==> config.mk <==
export PLATFORM = sky130hd
export DESIGN_NAME = thermtrip_monitor
export DESIGN_NICKNAME = d
export VERILOG_FILES = /design/src/rtl/tt_pkg.sv /design/src/rtl/tt_regs.sv /design/src/rtl/tt_sched.sv /design/src/rtl/tt_chan.sv /design/src/rtl/tt_outgate.sv /design/src/rtl/thermtrip_monitor.sv
export SDC_FILE = /design/constraint.sdc
export NUM_CORES = 1
export LEC_CHECK = 0
export ABC_AREA = 1
export BUFFER_PORTS_ARGS = -buffer_cell sky130_fd_sc_hd__buf_2
export CAP_MARGIN = 25
export CORE_MARGIN = 2
export CORE_UTILIZATION = 55
export CTS_CLUSTER_DIAMETER = 100
export DETAILED_ROUTE_END_ITERATION = 7
export MAX_ROUTING_LAYER = met4
export PLACE_DENSITY = 0.75
export SLEW_MARGIN = 20
export SYNTH_ARGS = -nofsm -noshare
export SYNTH_HDL_FRONTEND = slang
export SYNTH_SLANG_ARGS = --single-unit
==> constraint.sdc <==
create_clock -name clk -period 2.96 [get_ports clk]
set_input_delay 0.296 -clock clk [delete_from_list [all_inputs] [get_ports clk]]
set_output_delay 0.296 -clock clk [all_outputs]
set_load 0.01 [all_outputs]
==> src/rtl/tt_pkg.sv <==
// Package: shared constants for the thermal trip supervisor.
// Assumes a fixed count of four sensor channels, because the register
// fields place one bit per channel at fixed positions.
package tt_pkg;
    localparam int NCH = 4;

    // word indexes (byte address / 4) of the register map
    localparam int W_CTRL    = 1;
    localparam int W_ROUTE   = 2;
    localparam int W_DATA    = 8;
    localparam int W_HOT     = 12;
    localparam int W_SHUT    = 16;
    localparam int W_HOT_DBC = 24;
    localparam int W_SHT_DBC = 25;
    localparam int W_PER     = 26;
    localparam int W_PER_HOT = 27;

    // field positions inside the control and routing words
    localparam int B_AUTO   = 0;
    localparam int B_SRC    = 4;
    localparam int B_POL    = 8;
    localparam int B_LAST   = 24;
    localparam int B_PINRT  = 4;
    localparam int B_CRURT  = 8;

    typedef enum logic [0:0] {
        SCH_IDLE = 1'b0,
        SCH_REQ  = 1'b1
    } sched_state_e;
endpackage

==> src/rtl/tt_regs.sv <==
// Module: register file of the supervisor.
// Holds configuration, per-channel limits and sampled codes, plus the
// sticky last-trip flag that only power-on reset or a write of one clears.
// Assumes word-aligned accesses; unaligned or unmapped addresses are inert.
module tt_regs
    import tt_pkg::*;
#(
    parameter int CODE_W = 12,
    parameter int DBC_W  = 8,
    parameter int PER_W  = 16
) (
    input  logic                        clk,
    input  logic                        rst_n,
    input  logic                        por_n,
    input  logic                        bus_sel,
    input  logic                        bus_wr,
    input  logic [7:0]                  bus_addr,
    input  logic [31:0]                 bus_wdata,
    output logic [31:0]                 bus_rdata,
    input  logic                        smp_vld,
    input  logic [1:0]                  smp_ch,
    input  logic [CODE_W-1:0]           smp_code,
    input  logic                        trip_log,
    output logic                        auto_en,
    output logic [NCH-1:0]              src_en,
    output logic                        pol,
    output logic [NCH-1:0]              pin_route,
    output logic [NCH-1:0]              cru_route,
    output logic [NCH-1:0][CODE_W-1:0]  hot_thr,
    output logic [NCH-1:0][CODE_W-1:0]  shut_thr,
    output logic [DBC_W-1:0]            hot_dbc,
    output logic [DBC_W-1:0]            shut_dbc,
    output logic [PER_W-1:0]            period,
    output logic [PER_W-1:0]            period_hot,
    output logic                        last_flag
);
    localparam int CPAD = 32 - CODE_W;
    localparam int DPAD = 32 - DBC_W;
    localparam int PPAD = 32 - PER_W;

    logic [5:0]                  widx;
    logic                        aligned;
    logic                        wr_en;
    logic [NCH-1:0][CODE_W-1:0]  data_q;
    logic                        unused_wbits;

    assign widx         = bus_addr[7:2];
    assign aligned      = (bus_addr[1:0] == 2'b00);
    assign wr_en        = bus_sel & bus_wr & aligned;
    assign unused_wbits = ^bus_wdata;

    // global control, routing, debounce and period registers
    always_ff @(posedge clk) begin
        if (!rst_n) begin
            auto_en    <= 1'b0;
            src_en     <= '0;
            pol        <= 1'b0;
            pin_route  <= '0;
            cru_route  <= '0;
            hot_dbc    <= '0;
            shut_dbc   <= '0;
            period     <= '0;
            period_hot <= '0;
        end else if (wr_en) begin
            case (int'(widx))
                W_CTRL: begin
                    auto_en <= bus_wdata[B_AUTO];
                    src_en  <= bus_wdata[B_SRC +: NCH];
                    pol     <= bus_wdata[B_POL];
                end
                W_ROUTE: begin
                    pin_route <= bus_wdata[B_PINRT +: NCH];
                    cru_route <= bus_wdata[B_CRURT +: NCH];
                end
                W_HOT_DBC: hot_dbc    <= bus_wdata[DBC_W-1:0];
                W_SHT_DBC: shut_dbc   <= bus_wdata[DBC_W-1:0];
                W_PER:     period     <= bus_wdata[PER_W-1:0];
                W_PER_HOT: period_hot <= bus_wdata[PER_W-1:0];
                default: ;
            endcase
        end
    end

    // sticky last-trip flag: set by a routed trip, survives rst_n
    always_ff @(posedge clk) begin
        if (!por_n) begin
            last_flag <= 1'b0;
        end else if (trip_log) begin
            last_flag <= 1'b1;
        end else if (wr_en && int'(widx) == W_CTRL && bus_wdata[B_LAST]) begin
            last_flag <= 1'b0;
        end
    end

    // one set of limit and data registers per channel
    for (genvar g = 0; g < NCH; g++) begin : g_chan
        // limits are software-written; data comes only from samples
        always_ff @(posedge clk) begin
            if (!rst_n) begin
                hot_thr[g]  <= '0;
                shut_thr[g] <= '0;
                data_q[g]   <= '0;
            end else begin
                if (wr_en && int'(widx) == W_HOT + g) begin
                    hot_thr[g] <= bus_wdata[CODE_W-1:0];
                end
                if (wr_en && int'(widx) == W_SHUT + g) begin
                    shut_thr[g] <= bus_wdata[CODE_W-1:0];
                end
                if (smp_vld && int'(smp_ch) == g) begin
                    data_q[g] <= smp_code;
                end
            end
        end
    end

    // read multiplexer, zero for anything unmapped
    always_comb begin
        bus_rdata = '0;
        if (aligned) begin
            case (int'(widx))
                W_CTRL: begin
                    bus_rdata[B_AUTO]         = auto_en;
                    bus_rdata[B_SRC +: NCH]   = src_en;
                    bus_rdata[B_POL]          = pol;
                    bus_rdata[B_LAST]         = last_flag;
                end
                W_ROUTE: begin
                    bus_rdata[B_PINRT +: NCH] = pin_route;
                    bus_rdata[B_CRURT +: NCH] = cru_route;
                end
                W_HOT_DBC: bus_rdata = {{DPAD{1'b0}}, hot_dbc};
                W_SHT_DBC: bus_rdata = {{DPAD{1'b0}}, shut_dbc};
                W_PER:     bus_rdata = {{PPAD{1'b0}}, period};
                W_PER_HOT: bus_rdata = {{PPAD{1'b0}}, period_hot};
                default: ;
            endcase
            for (int i = 0; i < NCH; i++) begin
                if (int'(widx) == W_DATA + i) bus_rdata = {{CPAD{1'b0}}, data_q[i]};
                if (int'(widx) == W_HOT + i)  bus_rdata = {{CPAD{1'b0}}, hot_thr[i]};
                if (int'(widx) == W_SHUT + i) bus_rdata = {{CPAD{1'b0}}, shut_thr[i]};
            end
        end
    end
endmodule

==> src/rtl/tt_sched.sv <==
// Module: sampling scheduler.
// Counts tick strobes up to the active period, then walks the enabled
// channels in ascending order, one converter handshake each.
// Assumes the converter answers each held request with a one-cycle ack.
module tt_sched
    import tt_pkg::*;
#(
    parameter int CODE_W = 12,
    parameter int PER_W  = 16
) (
    input  logic               clk,
    input  logic               rst_n,
    input  logic               tick,
    input  logic               auto_en,
    input  logic [NCH-1:0]     src_en,
    input  logic               any_hot,
    input  logic [PER_W-1:0]   period,
    input  logic [PER_W-1:0]   period_hot,
    output logic               adc_req,
    output logic [1:0]         adc_ch,
    input  logic               adc_ack,
    input  logic [CODE_W-1:0]  adc_code,
    output logic               smp_vld,
    output logic [1:0]         smp_ch,
    output logic [CODE_W-1:0]  smp_code
);
    sched_state_e       state;
    logic [PER_W-1:0]   cnt;
    logic [PER_W:0]     cnt_inc;
    logic [PER_W-1:0]   limit;
    logic [2:0]         pick_first;
    logic [2:0]         pick_next;

    // lowest enabled channel at or above a start index: {found, index}
    function automatic logic [2:0] first_en(input logic [NCH-1:0] en,
                                            input logic [2:0] from);
        logic [2:0] r;
        r = 3'b000;
        for (int i = NCH - 1; i >= 0; i--) begin
            if (en[i] && (3'(i) >= from)) r = {1'b1, 2'(i)};
        end
        return r;
    endfunction

    assign limit      = any_hot ? period_hot : period;
    assign cnt_inc    = {1'b0, cnt} + 1'b1;
    assign pick_first = first_en(src_en, 3'd0);
    assign pick_next  = first_en(src_en, {1'b0, adc_ch} + 3'd1);
    assign adc_req    = (state == SCH_REQ);

    // round sequencing and period counting
    always_ff @(posedge clk) begin
        if (!rst_n) begin
            state    <= SCH_IDLE;
            cnt      <= '0;
            adc_ch   <= '0;
            smp_vld  <= 1'b0;
            smp_ch   <= '0;
            smp_code <= '0;
        end else begin
            smp_vld <= 1'b0;
            if (!auto_en) begin
                state <= SCH_IDLE;
                cnt   <= '0;
            end else if (state == SCH_IDLE) begin
                if (tick) begin
                    if (cnt_inc >= {1'b0, limit}) begin
                        cnt <= '0;
                        if (pick_first[2]) begin
                            state  <= SCH_REQ;
                            adc_ch <= pick_first[1:0];
                        end
                    end else begin
                        cnt <= cnt_inc[PER_W-1:0];
                    end
                end
            end else if (adc_ack) begin
                smp_vld  <= 1'b1;
                smp_ch   <= adc_ch;
                smp_code <= adc_code;
                if (pick_next[2]) begin
                    adc_ch <= pick_next[1:0];
                end else begin
                    state <= SCH_IDLE;
                end
            end
        end
    end
endmodule

==> src/rtl/tt_chan.sv <==
// Module: per-channel limit watcher.
// Two saturating run counters: one for the hot limit (drives the hot
// flag), one for the shutdown limit (fires a one-time trip event).
// Assumes a lower code means a hotter die.
module tt_chan #(
    parameter int CODE_W = 12,
    parameter int DBC_W  = 8
) (
    input  logic               clk,
    input  logic               rst_n,
    input  logic               hit,
    input  logic [CODE_W-1:0]  code,
    input  logic [CODE_W-1:0]  hot_thr,
    input  logic [CODE_W-1:0]  shut_thr,
    input  logic [DBC_W-1:0]   hot_dbc,
    input  logic [DBC_W-1:0]   shut_dbc,
    output logic               hot,
    output logic               trip_evt
);
    logic [DBC_W-1:0] hot_run;
    logic [DBC_W-1:0] shut_run;
    logic [DBC_W-1:0] hot_nxt;
    logic [DBC_W-1:0] shut_nxt;
    logic             over_hot;
    logic             over_shut;
    logic             tripped;

    assign over_hot  = (code <= hot_thr);
    assign over_shut = (code <= shut_thr);
    assign hot_nxt   = !over_hot  ? '0 : (hot_run  >= hot_dbc)  ? hot_run  : hot_run  + 1'b1;
    assign shut_nxt  = !over_shut ? '0 : (shut_run >= shut_dbc) ? shut_run : shut_run + 1'b1;
    assign trip_evt  = hit && over_shut && (shut_nxt >= shut_dbc) && !tripped;

    // run counters, hot flag and trip memory update on each own sample
    always_ff @(posedge clk) begin
        if (!rst_n) begin
            hot_run  <= '0;
            shut_run <= '0;
            hot      <= 1'b0;
            tripped  <= 1'b0;
        end else if (hit) begin
            hot_run  <= hot_nxt;
            shut_run <= shut_nxt;
            hot      <= over_hot && (hot_nxt >= hot_dbc);
            if (trip_evt) tripped <= 1'b1;
        end
    end
endmodule

==> src/rtl/tt_outgate.sv <==
// Module: output gating.
// Routes channel trip events to the controller pulse and the sticky
// external pin, and applies the pin polarity.
// Assumes trip events are single-cycle.
module tt_outgate
    import tt_pkg::*;
(
    input  logic            clk,
    input  logic            rst_n,
    input  logic [NCH-1:0]  trip_evt,
    input  logic [NCH-1:0]  pin_route,
    input  logic [NCH-1:0]  cru_route,
    input  logic            pol,
    output logic            cru_shut,
    output logic            pin_act,
    output logic            shut_pin,
    output logic            trip_log
);
    assign trip_log = |(trip_evt & (pin_route | cru_route));
    assign shut_pin = pol ? pin_act : ~pin_act;

    // controller pulse and sticky pin request
    always_ff @(posedge clk) begin
        if (!rst_n) begin
            cru_shut <= 1'b0;
            pin_act  <= 1'b0;
        end else begin
            cru_shut <= |(trip_evt & cru_route);
            pin_act  <= pin_act | (|(trip_evt & pin_route));
        end
    end
endmodule

==> src/rtl/thermtrip_monitor.sv <==
// Module: top of the thermal trip supervisor.
// Ties the register file, scheduler, four channel watchers and output
// gating together. Assumes an external divider supplies the tick strobe.
module thermtrip_monitor
    import tt_pkg::*;
#(
    parameter int CODE_W = 12,
    parameter int DBC_W  = 8,
    parameter int PER_W  = 16
) (
    input  logic               clk,
    input  logic               rst_n,
    input  logic               por_n,
    input  logic               tick,
    input  logic               bus_sel,
    input  logic               bus_wr,
    input  logic [7:0]         bus_addr,
    input  logic [31:0]        bus_wdata,
    output logic [31:0]        bus_rdata,
    output logic               adc_req,
    output logic [1:0]         adc_ch,
    input  logic               adc_ack,
    input  logic [CODE_W-1:0]  adc_code,
    output logic               cru_shut,
    output logic               shut_pin
);
    logic                        auto_en;
    logic [NCH-1:0]              src_en;
    logic                        pol;
    logic [NCH-1:0]              pin_route;
    logic [NCH-1:0]              cru_route;
    logic [NCH-1:0][CODE_W-1:0]  hot_thr;
    logic [NCH-1:0][CODE_W-1:0]  shut_thr;
    logic [DBC_W-1:0]            hot_dbc;
    logic [DBC_W-1:0]            shut_dbc;
    logic [PER_W-1:0]            period;
    logic [PER_W-1:0]            period_hot;
    logic                        last_flag;
    logic                        smp_vld;
    logic [1:0]                  smp_ch;
    logic [CODE_W-1:0]           smp_code;
    logic [NCH-1:0]              hot_vec;
    logic [NCH-1:0]              trip_vec;
    logic                        trip_log;
    logic                        pin_act;

    tt_regs #(.CODE_W(CODE_W), .DBC_W(DBC_W), .PER_W(PER_W)) u_regs (
        .clk(clk), .rst_n(rst_n), .por_n(por_n),
        .bus_sel(bus_sel), .bus_wr(bus_wr), .bus_addr(bus_addr),
        .bus_wdata(bus_wdata), .bus_rdata(bus_rdata),
        .smp_vld(smp_vld), .smp_ch(smp_ch), .smp_code(smp_code),
        .trip_log(trip_log),
        .auto_en(auto_en), .src_en(src_en), .pol(pol),
        .pin_route(pin_route), .cru_route(cru_route),
        .hot_thr(hot_thr), .shut_thr(shut_thr),
        .hot_dbc(hot_dbc), .shut_dbc(shut_dbc),
        .period(period), .period_hot(period_hot),
        .last_flag(last_flag)
    );

    tt_sched #(.CODE_W(CODE_W), .PER_W(PER_W)) u_sched (
        .clk(clk), .rst_n(rst_n), .tick(tick),
        .auto_en(auto_en), .src_en(src_en), .any_hot(|hot_vec),
        .period(period), .period_hot(period_hot),
        .adc_req(adc_req), .adc_ch(adc_ch),
        .adc_ack(adc_ack), .adc_code(adc_code),
        .smp_vld(smp_vld), .smp_ch(smp_ch), .smp_code(smp_code)
    );

    for (genvar g = 0; g < NCH; g++) begin : g_watch
        tt_chan #(.CODE_W(CODE_W), .DBC_W(DBC_W)) u_chan (
            .clk(clk), .rst_n(rst_n),
            .hit(smp_vld && int'(smp_ch) == g),
            .code(smp_code),
            .hot_thr(hot_thr[g]), .shut_thr(shut_thr[g]),
            .hot_dbc(hot_dbc), .shut_dbc(shut_dbc),
            .hot(hot_vec[g]), .trip_evt(trip_vec[g])
        );
    end

    tt_outgate u_out (
        .clk(clk), .rst_n(rst_n),
        .trip_evt(trip_vec), .pin_route(pin_route), .cru_route(cru_route),
        .pol(pol), .cru_shut(cru_shut), .pin_act(pin_act),
        .shut_pin(shut_pin), .trip_log(trip_log)
    );
endmodule

* After elaboration in Yosys (flattened, before gate mapping) *
Index checks and enable logic that the tools add are counted.

word-level totals
  input port bits = 59
  flip-flop bits (word level) = 315
  logic and storage cells = 242

cells by class
  multiplexer cells = 61
  equal/unequal tests = 24
  magnitude comparators = 29
  $add $sub $neg = 10
  reductions and logical operators = 63
  bitwise operators = 9

operator list
  operator               number
  $mux 25                12
  $ge 8x8->1             16
  $mux 8                 16
  $le 12x12->1           8
  $eq 6x5->1 const B     12
  $add 8x1->8 const B    8
  $logic_and 1x1->1      34
  $mux 16                2
  $mux 32                1
  $pmux 5 s6             1
  $eq 6x6->1 const B     4
  $mux 3                 8
  $reduce_and 2->1       12
  $add 16x1->17 const B  1
  $ge 17x16->1           1
  $reduce_or 4->1        4
  $and 4x4->4            3
  $eq 6x2->1 const B     2
  $mux 2                 6
  $pmux 3 s4             1
  $mux 1                 11
  $pmux 3 s3             1
  $pmux 4 s2             1
  $reduce_bool 2->1      4
  other kinds (16)       27

* Depth between registers and ports, before layout *
  depth after elaboration = 15
  gate-level depth with buffers = 26
  depth with buffers taken out = 26

* By module *
Synthesis repeated with hierarchy kept, for this count alone.

unflattened totals
  cell total of the unflattened synthesis = 3461
  area, all modules = 22910.7 um^2

modules (own cells, without submodules)
  module                            area an instance (um^2)  cells each  times used  sequential area each (um^2)
  tt_regs                           9465.3                   1406        1           4144.0
  tt_chan at g_watch[1].u_chan ...  2737.6                   428         2           360.3
  tt_chan at g_watch[0].u_chan      2755.1                   428         1           360.3
  tt_chan at g_watch[2].u_chan      2676.3                   425         1           360.3
  tt_sched                          2369.8                   313         1           680.7
  tt_outgate                        127.6                    22          1           40.0
  thermtrip_monitor                 41.3                     11          1           0.0

* Worst setup path before layout *
No wires, ideal clock.

  kind = reg2reg
  start = register u_regs.shut_dbc[7]
  end = register u_out.pin_act
  clock period less this slack = 2.958 ns
  arrival time = 2.826 ns
  cell stages (with the launch flop) = 23
  path slack = 0.002 ns
  path buffers = 0
  setup time = 0.132 ns
  cells stage by stage = dfxtp_1 > inv_1 > ha_1 > nand2_1 > nor2_1 > nand4_1 > nand3_1 > inv_1 > nand2_1 > inv_1 > or2_2 > nand2_1 > inv_1 > ha_1 > a21oi_1 > o21ai_0 > nand2_1 > nand3_1 > and3_1 > nand2_1 > nand2_1 > nor2_1 > a21oi_1

between the ends
  cells in the longest elaborated chain, start to end = 9
  elaborated cells between the ends (all ways) = 27
  those cells by class = order compare: 8; mux: 8; bitwise: 2; reduce/logical: 9

RTL lines
  what                                     RTL line          source
  start: declaration                       tt_regs.sv:32     output logic [DBC_W-1:0] shut_dbc,
  start signal: assignment                 tt_regs.sv:76     W_SHT_DBC: shut_dbc <= bus_wdata[DBC_W-1:0];
  $ge 8x8->1                               tt_chan.sv:31     assign shut_nxt = !over_shut ? '0 : (shut_run >= shut_dbc) ? shut_run : shut_run + 1'b1;
  $mux 8 (2 in series)                     tt_chan.sv:31
  named net g_watch[2].u_chan.shut_nxt[3]  tt_chan.sv:23     logic [DBC_W-1:0] shut_nxt;
  $ge 8x8->1                               tt_chan.sv:32     assign trip_evt = hit && over_shut && (shut_nxt >= shut_dbc) && !tripped;
  $logic_and 1x1->1 (2 in series)          tt_chan.sv:32
  $and 4x4->4                              tt_outgate.sv:29  pin_act <= pin_act | (|(trip_evt & pin_route));
  $reduce_or 4->1                          tt_outgate.sv:29
  $or 1x1->1                               tt_outgate.sv:29
  end signal: assignment                   tt_outgate.sv:29
  end: declaration                         tt_outgate.sv:15  output logic pin_act,

The timed path passes the listed nets, and every way through them passes these cells.
A chain may end at the register's enable or synchronous reset.

* Worst setup path after layout *
  start = register u_regs.shut_dbc[6]
  end = register u_out.pin_act

between the ends
  cells in the longest elaborated chain, start to end = 9
  elaborated cells between the ends (all ways) = 27
  those cells by class = order compare: 8; mux: 8; bitwise: 2; reduce/logical: 9

RTL lines
  what                                     RTL line
  $ge 8x8->1                               tt_chan.sv:31
  $mux 8 (2 in series)                     tt_chan.sv:31
  named net g_watch[3].u_chan.shut_nxt[7]  tt_chan.sv:23
  $ge 8x8->1                               tt_chan.sv:32
  $logic_and 1x1->1 (2 in series)          tt_chan.sv:32
  $and 4x4->4                              tt_outgate.sv:29
  $reduce_or 4->1                          tt_outgate.sv:29
  $or 1x1->1                               tt_outgate.sv:29

The timed path passes the listed nets, and every way through them passes these cells.

==> out/qor_table.md <==
| Stage | Result | Reported |
|:---|:---|:---|
| placement | Number of port buffers | 65 |
| floorplan | Standard cell core area | 37300 um2 |
| worst setup path | Cell with the biggest individual delay on the critical path | sky130_fd_sc_hd__dfxtp_2 |
| placement | DP Worst Slack | -324 ps |
| yosys | Mapped cell area | 20700 um2 |
| worst setup path | Worst-path cell chain | inv_4 > buf_6 > ha_4 > nand2_2 > nor2_4 > nand4_1 > nand3_2 > buf_6 > buf_4 > nand2_1 > a21oi_2 > ha_1 > a21oi_2 > o21a_1 > nand3_2 > and3_4 > nand2_2 > nand2_2 > nor2_2 > a21oi_1 |
| yosys | Number of enable flip-flop cells after synthesis | 0 |
| worst setup path | Setup crit end kind | flop |
| power | Sequential power share | 0.448 |
| cts | Number of buffers created by CTS | 38 |
| outcome | Outcome | finished with violations |
| floorplan | Number of I/O pins | 96 |
| detailed routing | Antenna Violating Nets Remaining | 0 |
| worst setup path | Stages on worst setup path | 20 |
| yosys | Fraction of registers with async set/reset | 0 |
| sta | Pin slew with the least headroom to its limit | 925 ps |
| hold path | Tightest Hold Check Type | in -> reg |
| worst setup path | Startpoint kind of the worst setup timing path | flop |
| floorplan | Vertical die dimension | 198 um |
| cells and area | Final instance count without filler cells | 3867 |
| worst setup path | Data arrival time of the worst path | 3620 ps |
| grt | First-pass GRT wire length | 112000 um |
| worst setup path | Worst Reg2Reg Path Length in Cells | 20 |
| worst setup path | Type of the setup path with the least slack | reg -> reg |
| sta | Final count of pins violating max slew | 0 |
| detailed routing | Number of vias in the routed layout | 23.0k |
| sta | Minimum setup slack in the final design | -224 ps |
| hold path | Hold EP | u_sched.smp_code[0] |
| power | Net Switching | 2.30 mW |
| detailed routing | Wire length per cell | 19.6 um |
| worst setup path | Slowest cell delay on critical path | 350 ps |
| power | Worst-case vdd ir drop | 544 uV |
| yosys | Number of different library cells in the post-synthesis netlist | 44 |
| detailed routing | Aggregate routed wire length | 75800 um |
| worst setup path | Most frequent CP cell | sky130_fd_sc_hd__nand2_2 |
| cells and area | Area delta synth->final | 32.8% |
| power | Cell leakage power | 12.5 nW |
| grt | Initial antenna violation count | 3 |
| detailed routing | DRC viols | 0 |
| worst setup path | Critical path peak fanout | 5 |
| sta | Final hold viol count | 0 |
| power | Total power density per cell area | 345 nW/um2 |
| floorplan | Die extent in x | 198 um |
| worst setup path | Critical register-to-register path startpoint | u_regs.shut_dbc[6] |
| cts | Clk Tree Root Cell | sky130_fd_sc_hd__clkbuf_16 |
| cts | Insertion delay of the later-clocked pin in the worst-skew pair | 580 ps |
| grt | Overall overflow remaining after global route | 0 |
| cells and area | Leading cell type in the layout, fill and taps excluded | sky130_fd_sc_hd__nand2_1 |
| hold path | Beginning of the worst hold path | adc_code[0] |
| worst setup path | Top delay family on crit path | simple AND/OR/NAND/NOR gates |
| sta | Final count of negative-setup-slack endpoints | 26 |
| power | Internal power component | 7.16 mW |
| floorplan | Die area | 39100 um2 |
| yosys | Fraction of the yosys area taken by sequential cells | 0.305 |
| hold path | Worst hold path depth | 3 |
| power | Logic gate share of total power | 0.044 |
| flow run | Max-cap violations | 0 |
| yosys | Most common flop cell mapped by yosys | sky130_fd_sc_hd__dfxtp_1 |
| worst setup path | End of the worst register-to-register path | u_out.pin_act |
| sta | Ratio of final minimum period to clock period | 1.08 |
| sta | Highest attainable clock frequency | 314 MHz |
| sta | Headroom to the max-slew limit | 0.382 |
| cts | CTS tree | built |
| sta | Final period demand of the worst path | 3180 ps |
| placement | Routability Congestion | 1.01 |
| sta | Setup skew after layout | 17.9 ps |
| cells and area | Highest-count cells in the layout ignoring fill and taps | sky130_fd_sc_hd__nand2_1, sky130_fd_sc_hd__a21oi_1, sky130_fd_sc_hd__inv_1, sky130_fd_sc_hd__o21ai_0, sky130_fd_sc_hd__buf_4 |
| cts | Clk sink count | 315 |
| yosys | Flip-flop and latch count after synthesis | 315 |
| cts | Total number of H-tree levels | 2 |
| outcome | Failing checks | negative setup slack |
| grt | Pin count of the biggest net entering global routing | 82 |
| grt | Number of global-route vias before repair | 21.5k |
| cts | Clock transition at the registers of the reported paths | 60 ps |
| cells and area | Net total in the final layout | 3669 |
| grt | GRT Total Usage | 0.370 |
| cells and area | Layout cells sized above 1 | 0.260 |
| placement | Cell Count Post-Placement | 3726 |
| sta | Setup repair after global routing missed its margin | yes |
| floorplan | Placement Rows | 71 |
| floorplan | Starting utilization of the core area | 0.554 |
| yosys | Count of yosys warnings during synthesis | 0 |
| yosys | Cells after synthesis | 3012 |
| placement | HPWL after detailed placement | 50600 um |
| yosys | Average footprint of a synthesized cell | 6.86 um2 |
| worst setup path | Count of buffer and inverter cells on the critical path | 4 |
| worst setup path | CP Data Required Time | 3400 ps |
| power | Switching fraction of total power | 0.243 |
| detailed routing | Initial DRC Count | 2311 |
| cts | Number of buffers on the longest clock path | 3 |
| worst setup path | R2r setup slk | -220 ps |
| power | Portion of total power attributed to the clock network | 0.508 |
| detailed routing | Routed vias/inst | 5.96 |
| detailed routing | Pre-Repair DR Iteration Count | 6 |
[flip-flops by register name (all words and copies together), names as in the netlist, 8 cells and up]
| signal | cells |
|---|---|
| u_sched.cnt | 16 |
| u_regs.shut_thr | 48 |
| g_watch.u_chan.hot_run | 32 |
| u_regs.period_hot | 16 |
| u_regs.hot_dbc | 8 |
| u_sched.smp_code | 12 |
| u_regs.period | 16 |
| u_regs.data_q | 48 |
| u_regs.shut_dbc | 8 |
| g_watch.u_chan.shut_run | 32 |
| u_regs.hot_thr | 48 |
[synthesized netlist by cell type, types with 4 or more instances]
| cell type | instances | share of area |
|---|---|---|
| sky130_fd_sc_hd__a211oi_1 | 8 | 0.0029 |
| sky130_fd_sc_hd__a21o_1 | 4 | 0.0015 |
| sky130_fd_sc_hd__a21oi_1 | 441 | 0.11 |
| sky130_fd_sc_hd__a31oi_1 | 10 | 0.0030 |
| sky130_fd_sc_hd__buf_4 | 18 | 0.0065 |
| sky130_fd_sc_hd__clkbuf_1 | 112 | 0.020 |
| sky130_fd_sc_hd__dfxtp_1 | 315 | 0.31 |
| sky130_fd_sc_hd__ha_1 | 249 | 0.15 |
| sky130_fd_sc_hd__inv_1 | 396 | 0.072 |
| sky130_fd_sc_hd__mux2i_1 | 6 | 0.0029 |
| sky130_fd_sc_hd__nand2_1 | 518 | 0.094 |
| sky130_fd_sc_hd__nand3_1 | 88 | 0.021 |
| sky130_fd_sc_hd__nand4_1 | 53 | 0.016 |
| sky130_fd_sc_hd__nor2_1 | 226 | 0.041 |
| sky130_fd_sc_hd__nor2_2 | 8 | 0.0024 |
| sky130_fd_sc_hd__nor2_4 | 4 | 0.0022 |
| sky130_fd_sc_hd__nor3_1 | 27 | 0.0065 |
| sky130_fd_sc_hd__nor4_1 | 6 | 0.0018 |
| sky130_fd_sc_hd__o2111ai_1 | 7 | 0.0030 |
| sky130_fd_sc_hd__o211ai_1 | 9 | 0.0033 |
| sky130_fd_sc_hd__o21a_1 | 18 | 0.0065 |
| sky130_fd_sc_hd__o21ai_0 | 383 | 0.093 |
| sky130_fd_sc_hd__o21bai_1 | 6 | 0.0022 |
| sky130_fd_sc_hd__o22ai_1 | 18 | 0.0054 |
| sky130_fd_sc_hd__or2_2 | 19 | 0.0058 |
| sky130_fd_sc_hd__xnor2_1 | 15 | 0.0064 |
| sky130_fd_sc_hd__xor2_1 | 21 | 0.0089 |
[cell type report]
class	count	area, um2
diodes	3	7.51
clock buffers	55	1120
clock inverters	14	154
fillers	2725	9860
inverters	399	1530
multi-input cells	2177	14300
flip-flops and latches	315	6380
well taps	474	593
repair buffers	429	3390
repair inverters	1	5.00
[stage by stage]
step | util | TNS (ps) | total power [mW] | area (um2) | hold WS [ps]
detailed placement | 0.629 | -5980 | 4.71 | 23500 | 445
floorplan | - | 0 | 4.56 | 20700 | 394
global route | 0.736 | -8240 | 9.68 | 27400 | 27.7
finish | 0.736 | -3740 | 9.46 | 27400 | 16.0
global placement | 0.629 | -2970 | 4.71 | 23500 | 437
CTS | 0.697 | -1810 | 9.45 | 26000 | 7.84
[worst reg2reg max path: stages, from the launching register on]
cell,delay (ps)
sky130_fd_sc_hd__dfxtp_2,350
sky130_fd_sc_hd__inv_4,60
sky130_fd_sc_hd__buf_6,140
sky130_fd_sc_hd__ha_4,270
sky130_fd_sc_hd__nand2_2,70
sky130_fd_sc_hd__nor2_4,130
sky130_fd_sc_hd__nand4_1,140
sky130_fd_sc_hd__nand3_2,150
sky130_fd_sc_hd__buf_6,140
sky130_fd_sc_hd__buf_4,120
sky130_fd_sc_hd__nand2_1,60
sky130_fd_sc_hd__a21oi_2,160
sky130_fd_sc_hd__ha_1,280
sky130_fd_sc_hd__a21oi_2,160
sky130_fd_sc_hd__o21a_1,180
sky130_fd_sc_hd__nand3_2,110
sky130_fd_sc_hd__and3_4,210
sky130_fd_sc_hd__nand2_2,70
sky130_fd_sc_hd__nand2_2,60
sky130_fd_sc_hd__nor2_2,120
sky130_fd_sc_hd__a21oi_1,80
[per-layer routing]
metal / up-vias / track usage / wire [um]
li1: 10800 / - / -
met2: 1221 / 0.594 / 34600
met5: - / - / 0
met1: 10700 / 0.462 / 29800
met3: 300 / 0.0577 / 7190
met4: 0 / 0.157 / 4150
[logic make-up after synthesis]
logic type | count (synthesis) | synth area share
DFF | 315 | 0.305
other | 1 | 0.000181
xor gates and xnor gates | 36 | 0.0153
AOI/OAI and AO/OA | 908 | 0.229
muxes | 6 | 0.00291
adders and majority gates | 249 | 0.151
buffers and inverters | 534 | 0.101
and+or+nand+nor | 963 | 0.196
[power groups by stage]
stage	clock network (mW)	registers, mW	logic [mW]
3_5_place_dp	0	4.34	0.377
2_1_floorplan	0	4.34	0.224
4_1_cts	4.83	4.23	0.387
5_1_grt	5.01	4.23	0.444
3_3_place_gp	0	4.34	0.372
6_report	4.81	4.23	0.417
[worst max-delay path by stage]
stage | from | to | slack, ps
final | u_regs.shut_dbc[6] | u_out.pin_act | -220
after global routing | u_sched.cnt[0] | u_sched.cnt[6] | -370
after CTS | u_sched.cnt[1] | u_sched.adc_ch[1] | -110
after detailed placement | u_sched.smp_code[9] | g_watch[0].u_chan.hot | -320
after global placement | u_sched.smp_code[5] | u_out.pin_act | -280
after floorplan | u_regs.shut_dbc[7] | u_out.pin_act | 2
[what timing repair did]
| item | 4_1_cts | 5_1_grt |
|---|---|---|
| cloned | 3 | 2 |
| endpoints found under the setup margin | 30 | 35 |
| gates resized for setup | 222 | 259 |
| hold endpoints to repair | 2 | 0 |
| hold buffers | 2 | 0 |
| setup buffers | 36 | 28 |
| pin swaps | 71 | 123 |
(Power assumes the default switching activity.)
